===== src/rtl/uart_fc_pkg.sv =====
package uart_fc_pkg;
  typedef enum logic [1:0] {
    CLS_DATA = 2'd0,
    CLS_XON  = 2'd1,
    CLS_XOFF = 2'd2
  } rx_class_e;
endpackage


===== src/rtl/uart_fc_classify.sv =====
module uart_fc_classify
  import uart_fc_pkg::*;
#(
  parameter int DATA_W = 8
) (
  input  logic [DATA_W-1:0] data_i,
  input  logic [DATA_W-1:0] xon_char_i,
  input  logic [DATA_W-1:0] xoff_char_i,
  output rx_class_e         class_o
);
  // pause value wins when both programmable values collide
  always_comb begin
    if (data_i == xoff_char_i)     class_o = CLS_XOFF;
    else if (data_i == xon_char_i) class_o = CLS_XON;
    else                           class_o = CLS_DATA;
  end
endmodule


===== src/rtl/uart_fc_pause.sv =====
module uart_fc_pause
  import uart_fc_pkg::*;
(
  input  logic      clk_i,
  input  logic      rst_ni,
  input  logic      rx_valid_i,
  input  rx_class_e rx_class_i,
  input  logic      sw_flow_en_i,
  input  logic      xon_any_en_i,
  output logic      tx_permit_o
);
  logic paused_q, paused_d;

  always_comb begin
    paused_d = paused_q;
    if (!sw_flow_en_i) begin
      paused_d = 1'b0;
    end else if (rx_valid_i) begin
      unique case (rx_class_i)
        CLS_XOFF: paused_d = 1'b1;
        CLS_XON:  paused_d = 1'b0;
        default:  if (xon_any_en_i) paused_d = 1'b0;
      endcase
    end
  end

  always_ff @(posedge clk_i or negedge rst_ni) begin
    if (!rst_ni) paused_q <= 1'b0;
    else         paused_q <= paused_d;
  end

  assign tx_permit_o = !(paused_q && sw_flow_en_i);

  AST_XOFF_PAUSES: assert property (@(posedge clk_i) disable iff (!rst_ni)
    (sw_flow_en_i && rx_valid_i && rx_class_i == CLS_XOFF) |=> paused_q);
  AST_XON_RESUMES: assert property (@(posedge clk_i) disable iff (!rst_ni)
    (sw_flow_en_i && rx_valid_i && rx_class_i == CLS_XON) |=> !paused_q);
  AST_ANY_RESUMES: assert property (@(posedge clk_i) disable iff (!rst_ni)
    (sw_flow_en_i && xon_any_en_i && rx_valid_i && rx_class_i == CLS_DATA) |=> !paused_q);
  AST_DATA_HOLDS_PAUSE: assert property (@(posedge clk_i) disable iff (!rst_ni)
    (paused_q && sw_flow_en_i && !xon_any_en_i && rx_valid_i && rx_class_i == CLS_DATA)
      |=> paused_q);
  AST_FLOW_OFF_CLEARS: assert property (@(posedge clk_i) disable iff (!rst_ni)
    !sw_flow_en_i |=> !paused_q);
endmodule


===== src/rtl/uart_fc_rxfilter.sv =====
module uart_fc_rxfilter
  import uart_fc_pkg::*;
#(
  parameter int DATA_W = 8
) (
  input  logic              clk_i,
  input  logic              rst_ni,
  input  logic              rx_valid_i,
  input  logic [DATA_W-1:0] rx_data_i,
  input  rx_class_e         rx_class_i,
  input  logic              sw_flow_en_i,
  output logic              push_o,
  output logic [DATA_W-1:0] data_o
);
  logic keep;
  assign keep = rx_valid_i && (!sw_flow_en_i || rx_class_i == CLS_DATA);

  always_ff @(posedge clk_i or negedge rst_ni) begin
    if (!rst_ni) begin
      push_o <= 1'b0;
      data_o <= '0;
    end else begin
      push_o <= keep;
      if (keep) data_o <= rx_data_i;
    end
  end

  AST_FLOW_CHAR_DROPPED: assert property (@(posedge clk_i) disable iff (!rst_ni)
    (rx_valid_i && sw_flow_en_i && rx_class_i != CLS_DATA) |=> !push_o);
  AST_DATA_PUSHED: assert property (@(posedge clk_i) disable iff (!rst_ni)
    (rx_valid_i && !sw_flow_en_i) |=> (push_o && data_o == $past(rx_data_i)));
  AST_NO_SPURIOUS_PUSH: assert property (@(posedge clk_i) disable iff (!rst_ni)
    !rx_valid_i |=> !push_o);
endmodule


===== src/rtl/uart_fc_line.sv =====
module uart_fc_line #(
  parameter bit LINE_REG = 1'b1
) (
  input  logic clk_i,
  input  logic rst_ni,
  input  logic break_en_i,
  input  logic tx_serial_i,
  output logic line_o
);
  logic line_d;
  assign line_d = break_en_i ? 1'b0 : tx_serial_i;

  generate
    if (LINE_REG) begin : g_reg
      logic line_q;
      always_ff @(posedge clk_i or negedge rst_ni) begin
        if (!rst_ni) line_q <= 1'b1;
        else         line_q <= line_d;
      end
      assign line_o = line_q;

      AST_BREAK_SPACE: assert property (@(posedge clk_i) disable iff (!rst_ni)
        break_en_i |=> !line_o);
      AST_LINE_FOLLOWS: assert property (@(posedge clk_i) disable iff (!rst_ni)
        !break_en_i |=> (line_o == $past(tx_serial_i)));
    end else begin : g_comb
      assign line_o = line_d;
    end
  endgenerate
endmodule


===== src/rtl/uart_tx_flow_gate.sv =====
module uart_tx_flow_gate
  import uart_fc_pkg::*;
#(
  parameter int DATA_W   = 8,
  parameter bit LINE_REG = 1'b1
) (
  input  logic              clk_i,
  input  logic              rst_ni,
  input  logic              rx_valid_i,
  input  logic [DATA_W-1:0] rx_data_i,
  input  logic [DATA_W-1:0] xon_char_i,
  input  logic [DATA_W-1:0] xoff_char_i,
  input  logic              sw_flow_en_i,
  input  logic              xon_any_en_i,
  input  logic              break_en_i,
  input  logic              tx_serial_i,
  output logic              tx_permit_o,
  output logic              fifo_push_o,
  output logic [DATA_W-1:0] fifo_data_o,
  output logic              line_o
);
  rx_class_e rx_class;

  uart_fc_classify #(.DATA_W(DATA_W)) u_classify (
    .data_i      (rx_data_i),
    .xon_char_i  (xon_char_i),
    .xoff_char_i (xoff_char_i),
    .class_o     (rx_class)
  );

  uart_fc_pause u_pause (
    .clk_i        (clk_i),
    .rst_ni       (rst_ni),
    .rx_valid_i   (rx_valid_i),
    .rx_class_i   (rx_class),
    .sw_flow_en_i (sw_flow_en_i),
    .xon_any_en_i (xon_any_en_i),
    .tx_permit_o  (tx_permit_o)
  );

  uart_fc_rxfilter #(.DATA_W(DATA_W)) u_rxfilter (
    .clk_i        (clk_i),
    .rst_ni       (rst_ni),
    .rx_valid_i   (rx_valid_i),
    .rx_data_i    (rx_data_i),
    .rx_class_i   (rx_class),
    .sw_flow_en_i (sw_flow_en_i),
    .push_o       (fifo_push_o),
    .data_o       (fifo_data_o)
  );

  uart_fc_line #(.LINE_REG(LINE_REG)) u_line (
    .clk_i       (clk_i),
    .rst_ni      (rst_ni),
    .break_en_i  (break_en_i),
    .tx_serial_i (tx_serial_i),
    .line_o      (line_o)
  );

  AST_PERMIT_WITHOUT_FLOW: assert property (@(posedge clk_i) disable iff (!rst_ni)
    !sw_flow_en_i |-> tx_permit_o);
  AST_XOFF_COLLIDE: assert property (@(posedge clk_i) disable iff (!rst_ni)
    (sw_flow_en_i && rx_valid_i && rx_data_i == xoff_char_i && xoff_char_i == xon_char_i
     && sw_flow_en_i) |=> (!tx_permit_o || !sw_flow_en_i));
endmodule


===== config.mk =====
export PLATFORM = sky130hd
export DESIGN_NAME = uart_tx_flow_gate
export DESIGN_NICKNAME = d
export VERILOG_FILES = /design/src/rtl/uart_fc_pkg.sv /design/src/rtl/uart_fc_classify.sv /design/src/rtl/uart_fc_pause.sv /design/src/rtl/uart_fc_rxfilter.sv /design/src/rtl/uart_fc_line.sv /design/src/rtl/uart_tx_flow_gate.sv
export SDC_FILE = /design/constraint.sdc
export NUM_CORES = 1
export LEC_CHECK = 0
export BUFFER_PORTS_ARGS = -buffer_cell sky130_fd_sc_hd__buf_4
export CAP_MARGIN = 20
export CORE_MARGIN = 2
export CORE_UTILIZATION = 30
export CTS_CLUSTER_DIAMETER = 200
export DETAILED_ROUTE_END_ITERATION = 8
export HOLD_SLACK_MARGIN = 0.03
export PLACE_DENSITY = 0.56
export RECOVER_POWER = 50
export SLEW_MARGIN = 20
export SYNTH_ARGS = -nofsm -noshare
export SYNTH_HDL_FRONTEND = slang
export SYNTH_SLANG_ARGS = --single-unit
export TNS_END_PERCENT = 30

===== constraint.sdc =====
create_clock -name clk_i -period 0.8 [get_ports clk_i]
set_clock_uncertainty 0.05 [all_clocks]
set_input_delay 0.08 -clock clk_i [delete_from_list [all_inputs] [get_ports clk_i]]
set_output_delay 0.08 -clock clk_i [all_outputs]
set_load 0.02 [all_outputs]

==> impl_metrics.tcl <==
set metrics [dict create \
    status "complete, but fails checks" \
    violations "negative setup slack" \
    wl_um 2550 \
    path_clk_slew_ns 0.07 \
    die_h_um 57.1 \
    post-route-period-util_pct 142 \
    synthCells 88 \
    cp.buffers_inverters 2 \
    crit_required_ns 0.91 \
    p_seq_share_pct 37.4 \
    path_delay_family "simple AND/OR/NAND/NOR gates" \
    clkPwrFrac_pct 22.0 \
    initial_core_util_pct 31.3 \
    worst_slew_pin_slew_ns 0.306 \
    hold-path-cell-count 3 \
    port_buffers 41 \
    crit_fanout 6 \
    p_comb_share_pct 40.6 \
    diodes 0 \
    clkLatencyLatePin_ns 0.27 \
    maxSlewHeadroom_pct 79.4 \
    grt_max_degree 20 \
    endpoint_kind "flop" \
    place_area_um2 1230 \
    dp_hpwl_um 1890 \
    avgSynthCellArea_um2 9.63 \
    fin_cells 175 \
    cts_root_buf "clkbuf_4" \
    vdd_drop_max_mv 0.999 \
    fin_ws_ns -0.334 \
    intPower_uw 1200 \
    synth_seq_cells 11 \
    p_leak_uw 0.000679 \
    fin_hold_ws_ns 0.0377 \
    hold_path.class "input port to flop" \
    cts-buffers-inserted 3 \
    wire_per_inst_um 14.5 \
    io_pins 42 \
    grt.overflow.total 0 \
    first_pass_iters 4 \
    period_minus_slack_ns 1.13 \
    slew_viol_final 0 \
    antenna_found_initial 0 \
    powerDensity_nw_per_um2 1130 \
    grt_pass1_wl_um 4240 \
    synthesis.area_um2 847 \
    tns_ns -4.42 \
    htree_num_levels 1 \
    design_area_um2 1570 \
    yosys_warnings 0 \
    finalSetupViolCount 21 \
    die_area_um2 3260 \
    grt_pass1_vias 950 \
    rows 19 \
    viasPerCell 5.01 \
    fmax_mhz 882 \
    track_usage_pct 16.7 \
    finalNetCount 176 \
    rsz0062_at_grt "true" \
    synth_cell_types 17 \
    vias 877 \
    r2r_cells 2 \
    core_area_um2 2710 \
    ys_seq_area_share_pct 32.6 \
    swShare_pct 32.7 \
    drive_gt1_share_pct 53.5 \
    cts_tree "yes" \
    syn2layout_area_growth_pct 85.5 \
    synth.net_count 119 \
    drtIter0Drc 33 \
    numClockSinks 11 \
    crit_type "input port to flop" \
    cp-start-kind "input port" \
    cp.depth 7 \
    finalHoldViolations 0 \
    cp_slowest_stage_delay_ns 0.36 \
    fp.dieW_um 57.1 \
    place_worst_setup_slack_ns -0.679 \
    clockBufferDepth 2 \
    worstPathArrival_ns 1.24 \
    path_cells "buf_8, xor2_4, nor4_4, and2_4, buf_6, o21ai_2, and2_1" \
    drc_errors 0 \
    place_inst 164 \
    cp_slowest_cell "nor4_4" \
    routabilityCongestion 0.790 \
    ant_nets 0 \
    maxCapViolations 0 \
    p_switching_uw 582 \
]
synthesized netlist by cell type:
library cell,number,share of area (%)
xor2_1,16,17
dfstp_2,1,3.1
and2_1,3,2.2
nand2_1,3,1.3
o211ai_1,8,7.1
buf_6,1,1.3
nand4_1,8,5.9
o21a_1,1,0.89
dfrtp_1,10,30
o21ai_1,1,0.59
nor2b_1,9,6.6
clkbuf_1,3,1.3
nand3_1,9,5.3
nor4_2,4,5.9
o21ai_2,1,1.0
mux2i_1,8,9.5
buf_4,2,1.8
cells in the final DEF, fill, tap and decap left out, drive strengths merged, types with 3 or more instances in the layout:
| cell type | instances |
|---|---|
| dlygate4sd3 | 3 |
| nand2 | 3 |
| nand4 | 8 |
| o211ai | 8 |
| dfrtp | 10 |
| clkbuf | 5 |
| nor4 | 4 |
| and2 | 3 |
| xor2 | 16 |
| nand3 | 9 |
| nor2b | 9 |
| buf | 54 |
| mux2i | 8 |
power by group through the flow:
stage	sequential, uW	combinational (uW)	clock, uW
after global placement	664	546	0
after detailed placement	665	555	0
final	665	722	391
after floorplan	722	200	0
after global routing	671	773	443
after CTS	665	676	410
metrics by stage:
step,power (uW),utilization [%]
floorplan,921,-
global placement,1210,45.4
detailed placement,1220,45.4
CTS,1750,54.7
global route,1890,58.0
finish,1780,58.0
logic make-up (layout without fill, tap and decap cells):
kind of cell	after synthesis	in the layout	share of synthesized area, %
and+or+nand+nor	36	36	27.3
xor gates and xnor gates	16	16	16.5
AOI/OAI and AO/OA	11	11	9.60
DFF	11	11	32.6
muxes	8	8	9.45
buffers and inverters	6	62	4.43
registers in the layout, summed over array words and instances (netlist names):
register	flops
u_line.line_o	1
u_pause.paused_q	1
u_rxfilter.push_o	1
u_rxfilter.data_o	8
per-layer routing:
layer / global-route usage (%) / vias to the layer above / share of wire (%)
li1: - / 424 / -
met1: 21.8 / 410 / 41
met3: 3.85 / 2 / 8.0
met5: 0 / - / 0
met4: 3.99 / 0 / 0.59
met2: 28.1 / 41 / 51
cell type report:
cell class / instances / area, um2
Fill cell: 248 / 1140
Multi-Input combinational cell: 71 / 687
Timing Repair Buffer: 58 / 543
Sequential cell: 11 / 277
Tap cell: 31 / 38.8
Clock buffer: 4 / 26.3
worst reg2reg max path, cell delays in order (launching register included):
cell and delay [ns]:
dfrtp_1 0.42, mux2i_1 0.14, nand3_1 0.10
path summary, 6_finish.rpt:
path,from,endpoint,slack [ns]
hold / removal,xon_any_en_i,u_pause.paused_q,0.04
setup / recovery,xoff_char_i[5],u_rxfilter.push_o,-0.33
hold reg to reg,u_pause.paused_q,u_pause.paused_q,0.52
min in group asynchronous,rst_ni,u_rxfilter.data_o[6],0.16
setup reg to reg,u_rxfilter.data_o[3],u_rxfilter.data_o[3],-0.02
max in group asynchronous,rst_ni,u_line.line_o,0.25
repair_timing:
action                                  in CTS  in global routing
hold buffers                                 3                  0
resized for setup                           32                 17
pin swaps                                   14                 22
setup buffers                                5                  0
hold endpoints to repair                    12                  0
endpoints found under the setup margin      21                 21
Power figures use the tool's default switching activity.
